--- config.mk ---
export PLATFORM = sky130hd
export DESIGN_NAME = chg_irq_ctrl
export DESIGN_NICKNAME = d
export VERILOG_FILES = /design/src/rtl/chg_pkg.sv /design/src/rtl/chg_enable_bank.sv /design/src/rtl/chg_edge_detect.sv /design/src/rtl/chg_flags.sv /design/src/rtl/chg_irq_ctrl.sv
export SDC_FILE = /design/constraint.sdc
export NUM_CORES = 1
export LEC_CHECK = 0
export ABC_AREA = 1
export BUFFER_PORTS_ARGS = -buffer_cell sky130_fd_sc_hd__buf_2
export CAP_MARGIN = 30
export CORE_MARGIN = 2
export CORE_UTILIZATION = 30
export CTS_CLUSTER_SIZE = 14
export DETAILED_ROUTE_END_ITERATION = 8
export GPL_TIMING_DRIVEN = 1
export SLEW_MARGIN = 30
export SYNTH_ARGS = -nofsm -noshare
export SYNTH_HDL_FRONTEND = slang
export SYNTH_SLANG_ARGS = --single-unit
--- constraint.sdc ---
create_clock -name clk -period 1.1 [get_ports clk]
set_input_delay 0.165 -clock clk [delete_from_list [all_inputs] [get_ports clk]]
set_output_delay 0.165 -clock clk [all_outputs]
set_load 0.005 [all_outputs]
--- src/rtl/chg_pkg.sv ---
package chg_pkg;

    localparam logic [7:0] ADDR_ID   = 8'h06;
    localparam logic [7:0] ADDR_ACK  = 8'h07;
    localparam logic [7:0] ADDR_STAT = 8'h14;
    localparam logic [7:0] ADDR_CTRL = 8'h15;
    localparam logic [7:0] ADDR_RISE = 8'h18;
    localparam logic [7:0] ADDR_FALL = 8'h20;
    localparam logic [7:0] ID_VALUE  = 8'h27;
    localparam int         ACK_EDGE_BIT = 3;
    localparam int         ACK_OVF_BIT  = 2;

    // control register, bit 4 down to bit 0
    typedef struct packed {
        logic fall_on;
        logic rise_on;
        logic master;
        logic ovf_on;
        logic edge_on;
    } ctrl_t;

    // status, bit 2 down to bit 0
    typedef struct packed {
        logic pend;
        logic ovf;
        logic edge_f;
    } stat_t;

    // true when addr falls in [base, base+count)
    function automatic logic in_window(input logic [7:0] addr,
                                       input logic [7:0] base,
                                       input int count);
        return (addr >= base) && (int'(addr) < int'(base) + count);
    endfunction

endpackage

--- src/rtl/chg_enable_bank.sv ---
module chg_enable_bank #(
    parameter int         NBYTES = 3,
    parameter logic [7:0] BASE   = 8'h18
) (
    input  logic                  clk,
    input  logic                  rst,
    input  logic                  wr,
    input  logic [7:0]            addr,
    input  logic [7:0]            wdata,
    output logic [NBYTES*8-1:0]   mask
);
    for (genvar k = 0; k < NBYTES; k++) begin : g_byte
        localparam logic [7:0] MY_ADDR = 8'(int'(BASE) + k);
        always_ff @(posedge clk) begin
            if (rst)
                mask[k*8 +: 8] <= 8'h00;
            else if (wr && addr == MY_ADDR)
                mask[k*8 +: 8] <= wdata;
        end
    end
endmodule

--- src/rtl/chg_edge_detect.sv ---
module chg_edge_detect #(
    parameter int NLINES = 24
) (
    input  logic              clk,
    input  logic              rst,
    input  logic [NLINES-1:0] lines,
    input  logic [NLINES-1:0] rise_mask,
    input  logic [NLINES-1:0] fall_mask,
    input  logic              rise_on,
    input  logic              fall_on,
    output logic              hit
);
    logic [NLINES-1:0] prev_q;

    // during reset the history tracks the lines so no false edge follows
    always_ff @(posedge clk) begin
        prev_q <= lines;
        if (rst) prev_q <= lines;
    end

    logic [NLINES-1:0] rose, fell;
    always_comb begin
        rose = lines & ~prev_q & rise_mask;
        fell = ~lines & prev_q & fall_mask;
        hit  = (rise_on && |rose) || (fall_on && |fell);
    end
endmodule

--- src/rtl/chg_flags.sv ---
module chg_flags
    import chg_pkg::*;
(
    input  logic  clk,
    input  logic  rst,
    input  logic  hit,
    input  logic  clr_edge,
    input  logic  clr_ovf,
    input  ctrl_t ctrl,
    output stat_t st,
    output logic  irq
);
    logic edge_q, ovf_q;

    always_ff @(posedge clk) begin
        if (rst) begin
            edge_q <= 1'b0;
            ovf_q  <= 1'b0;
        end else begin
            // a new edge beats a simultaneous acknowledge
            edge_q <= hit || (edge_q && !clr_edge);
            ovf_q  <= (hit && edge_q && !clr_edge) || (ovf_q && !clr_ovf);
        end
    end

    always_comb begin
        st.edge_f = edge_q;
        st.ovf    = ovf_q;
        st.pend   = ctrl.master &&
                    ((edge_q && ctrl.edge_on) || (ovf_q && ctrl.ovf_on));
        irq       = st.pend;
    end
endmodule

--- src/rtl/chg_irq_ctrl.sv ---
module chg_irq_ctrl
    import chg_pkg::*;
#(
    parameter int NLINES = 24
) (
    input  logic              clk,
    input  logic              rst,
    input  logic [NLINES-1:0] lines_in,
    input  logic [7:0]        bus_addr,
    input  logic              bus_wr,
    input  logic              bus_rd,
    input  logic [7:0]        bus_wdata,
    output logic [7:0]        bus_rdata,
    output logic              irq,
    output logic [2:0]        status_o
);
    localparam int NBYTES = NLINES / 8;
    localparam int IDXW   = (NBYTES > 1) ? $clog2(NBYTES) : 1;

    logic [NLINES-1:0] rise_mask, fall_mask;
    ctrl_t             ctrl_q;
    stat_t             st;
    logic              hit, clr_edge, clr_ovf;

    chg_enable_bank #(.NBYTES(NBYTES), .BASE(ADDR_RISE)) u_rise (
        .clk(clk), .rst(rst), .wr(bus_wr), .addr(bus_addr),
        .wdata(bus_wdata), .mask(rise_mask)
    );

    chg_enable_bank #(.NBYTES(NBYTES), .BASE(ADDR_FALL)) u_fall (
        .clk(clk), .rst(rst), .wr(bus_wr), .addr(bus_addr),
        .wdata(bus_wdata), .mask(fall_mask)
    );

    always_ff @(posedge clk) begin
        if (rst)
            ctrl_q <= '0;
        else if (bus_wr && bus_addr == ADDR_CTRL)
            ctrl_q <= ctrl_t'(bus_wdata[4:0]);
    end

    assign clr_edge = bus_wr && bus_addr == ADDR_ACK && bus_wdata[ACK_EDGE_BIT];
    assign clr_ovf  = bus_wr && bus_addr == ADDR_ACK && bus_wdata[ACK_OVF_BIT];

    chg_edge_detect #(.NLINES(NLINES)) u_det (
        .clk(clk), .rst(rst), .lines(lines_in),
        .rise_mask(rise_mask), .fall_mask(fall_mask),
        .rise_on(ctrl_q.rise_on), .fall_on(ctrl_q.fall_on), .hit(hit)
    );

    chg_flags u_flags (
        .clk(clk), .rst(rst), .hit(hit), .clr_edge(clr_edge),
        .clr_ovf(clr_ovf), .ctrl(ctrl_q), .st(st), .irq(irq)
    );

    assign status_o = st;

    // read mux
    logic [7:0]      off_r, off_f;
    logic [IDXW-1:0] idx_r, idx_f;
    always_comb begin
        off_r = bus_addr - ADDR_RISE;
        off_f = bus_addr - ADDR_FALL;
        idx_r = off_r[IDXW-1:0];
        idx_f = off_f[IDXW-1:0];
        bus_rdata = 8'h00;
        if (bus_rd) begin
            if (bus_addr == ADDR_ID)
                bus_rdata = ID_VALUE;
            else if (bus_addr == ADDR_STAT)
                bus_rdata = {5'b0, st};
            else if (bus_addr == ADDR_CTRL)
                bus_rdata = {3'b0, ctrl_q};
            else if (in_window(bus_addr, ADDR_RISE, NBYTES))
                bus_rdata = rise_mask[{idx_r, 3'b000} +: 8];
            else if (in_window(bus_addr, ADDR_FALL, NBYTES))
                bus_rdata = fall_mask[{idx_f, 3'b000} +: 8];
        end
    end
endmodule

==> out/summary.txt <==
Tcrit/Tclk final - 144.0%
Status - finished with violations
Syn Inst Count - 488
FF-to-FF Start - u_rise.mask[3]$_SDFFE_PP0P_
Critical-path maximum fanout - 3
DR vias/cell - 4.932
Hold Path Class - in -> reg
Synth Net Count - 532
Top post-synthesis cells by area - dfxtp_1 (44%), nand2_1 (11%), a21oi_1 (8.8%)
Routed length per instance - 15.70 µm
Arr. time, crit path - 1.42 ns
Synth Area in XOR/XNOR - 0%
P&R area growth vs syn - 65.17%
I/O Buffers - 55
Multiplexer share of the synthesized area - 0%
Post-DRT Antenna Nets - 0
Synth Cell Area - 0.003563 mm²
CP endpoint kind - output pin
First DRT Iteration DRCs - 247
CTS tree - yes
Die X - 113.0 µm
Worst Setup SP - u_rise.mask[19]$_SDFFE_PP0P_
Slew Limit Fails - 0
Max-slew headroom - 73.69%
YS warnings - 0
DRC Markers - 3
Grt total ovfl - 0
Top cell type's share of synthesized area - 44.38%
Final Net Count - 699
Peak supply drop - 0.6760 mV
Post-synth EDFFs - 0
DR vias - 3,960
CTS Buf Count - 9
Design area - 0.005886 mm²
Core Util, Final - 51.11%
Clock root buffer - clkbuf_16
RSZ-0062 raised after global routing - yes
Hold Startpoint - lines_in[20]
Yosys cell types - 27
Clock Latency Late Sink - 0.34 ns
Largest family of logic cells by synthesized area - simple AND/OR/NAND/NOR gates
PD cells - 1159 mW/mm²
Routability-driven placement congestion ratio - 0.9405
I/O pin total - 56
Most frequent cells after synthesis - nand2_1 (102), dfxtp_1 (79), a21oi_1 (63), nor2_1 (48), o21ai_0 (38)
Synth Area in Compound Gates - 19.21%
Count of placed standard cells including taps - 736
Clock sink count - 79
Leak - 2.736 nW
Flops & latches, synth - 79
Final setup vio count - 28
Startpoint Class - flip-flop
Cell taking the most area after synthesis - dfxtp_1
Die Y - 113.0 µm
Clock Skews - 0.009568 ns
Longest Clk Path Bufs - 2
Fill cells - 1,065
Core ar. - 0.01152 mm²
Clock-pin slew of the registers on the worst-case setup and hold paths - 0.06 ns
Final instance count without filler cells - 803
First-pass iteration count of the detailed router - 6
CP Data Required Time - 0.94 ns
Htree depth - 3
Mean post-synth cell area - 7.302 µm²
Hold Vio Cnt, Final - 0
Layout cell share with drive strength beyond 1 - 47.58%
DP Wirelength - 8564 µm
Die area - 0.01277 mm²
Ys flop type - dfxtp_1
Measured slew at the worst slew-check pin - 0.3942 ns
Post-Synth Simple-Gate Area - 28.90%
Most frequent cell after synthesis - nand2_1
Area after DPL - 0.004504 mm²
Synth Area in Adders - 0%
Fin crit period - 1.584 ns
Initial antenna violation count - 0
Max Cap Viol - 0
Setup WS post-layout - -0.4837 ns
Largest net degree at the start of global routing - 55
Row cnt - 39
Failing checks - design-rule violations, negative setup slack
Fmax - 631.5 MHz
ANT cells - 0
WL final - 12,610 µm
First-pass GRT wire length - 19,040 µm
Starting density of the core - 30.94%
Share of flip-flops with an asynchronous set or reset - 0%
Worst Path Class, Setup - reg -> out
Post-synthesis sequential area ratio - 44.38%
Tot GR Track Use - 18.93%
Sum Neg Setup Slack - -6.125 ns
Vias in the first global route - 3,837
## metal layers
metal	vias to the layer above	share of wire, %	global-route usage (%)
met3	25	4.3	3.428
met2	83	50	32.17
met4	0	2.1	6.911
met5	-	0	0
li1	1981	-	-
met1	1871	44	24.10
## final cells by class
cell class | count | area (µm²) | share of cell area (%)
Clock buffer | 12 | 256.5 | 4.358
Clock inverter | 4 | 76.32 | 1.297
Inverter | 42 | 175.2 | 2.976
Multi-Input combinational cell | 351 | 2115 | 35.93
Sequential cell | 79 | 1622 | 27.55
Tap cell | 143 | 178.9 | 3.040
Timing Repair Buffer | 170 | 1451 | 24.66
Timing Repair inverter | 2 | 11.26 | 0.1913
## metrics by stage
step | total power [mW] | hold WS (ns) | setup slack [ns]
5_1_grt | 7.020 | 0.04834 | -0.5677
3_3_place_gp | 3.416 | 0.2957 | -0.4932
3_5_place_dp | 3.426 | 0.2999 | -0.5149
6_report | 6.822 | 0.03812 | -0.4837
4_1_cts | 6.790 | 0.03633 | -0.4631
2_1_floorplan | 3.168 | 0.1927 | -0.1810
## sequential cells by signal, indices dropped and copies added (netlist names)
signal	cells
u_fall.mask	24
u_det.prev_q	24
u_flags.edge_q	1
u_flags.ovf_q	1
u_rise.mask	24
ctrl_q	5
## cells by family after synthesis
kind of cell | count (synthesis)
buffers and inverters | 59
AND/OR/NAND/NOR | 218
AO/OA/AOI/OAI | 132
flip-flops | 79
## power by group
part           internal, mW  switching, mW  leakage (nW)
clock network          2.12           1.18         0.159
registers              2.91         0.0257         0.661
logic                 0.267          0.314          1.92
total                  5.30           1.52          2.74
## worst max-delay path, cell delays in order (launching register included)
cell      delay (ns)
dfxtp_2         0.34
nand2_1         0.06
nand2_1         0.06
o221ai_1        0.10
o21ai_1         0.14
a21oi_1         0.07
nor3_2          0.15
buf_2           0.15
## cell usage in the layout, fill, tap and decap left out, types with 11 or more instances in the layout
cell type      count
a21oi_1           49
nand2_2           28
nor2_1            38
buf_4             58
dfxtp_2           32
buf_6             30
dfxtp_1           47
clkbuf_16         11
o21ai_1           26
nor2_4            12
inv_1             31
buf_2             49
nand3_1           16
nand3_2           11
o21ai_0           21
nand2_1           71
a21oi_2           14
o21ai_2           12
dlygate4sd3_1     22
nand3b_1          14
## what timing repair did
item	4_1_cts	5_1_grt
resized for setup	97	102
gates cloned	1	4
buffers inserted	9	15
setup endpoints to repair	34	55
pin swaps	42	39
hold endpoints to repair	22	0
hold buffers	22	0
## final timing paths
kind,end,slack [ns],cells after the start
setup / recovery,bus_rdata[3],-0.48,7
hold / removal,u_det.prev_q[20]$_DFF_P_,0.04,2
setup reg to reg,u_flags.edge_q$_SDFF_PP0_,-0.27,10
hold reg to reg,u_fall.mask[21]$_SDFFE_PP0P_,0.53,2
(Power assumes the default switching activity.)
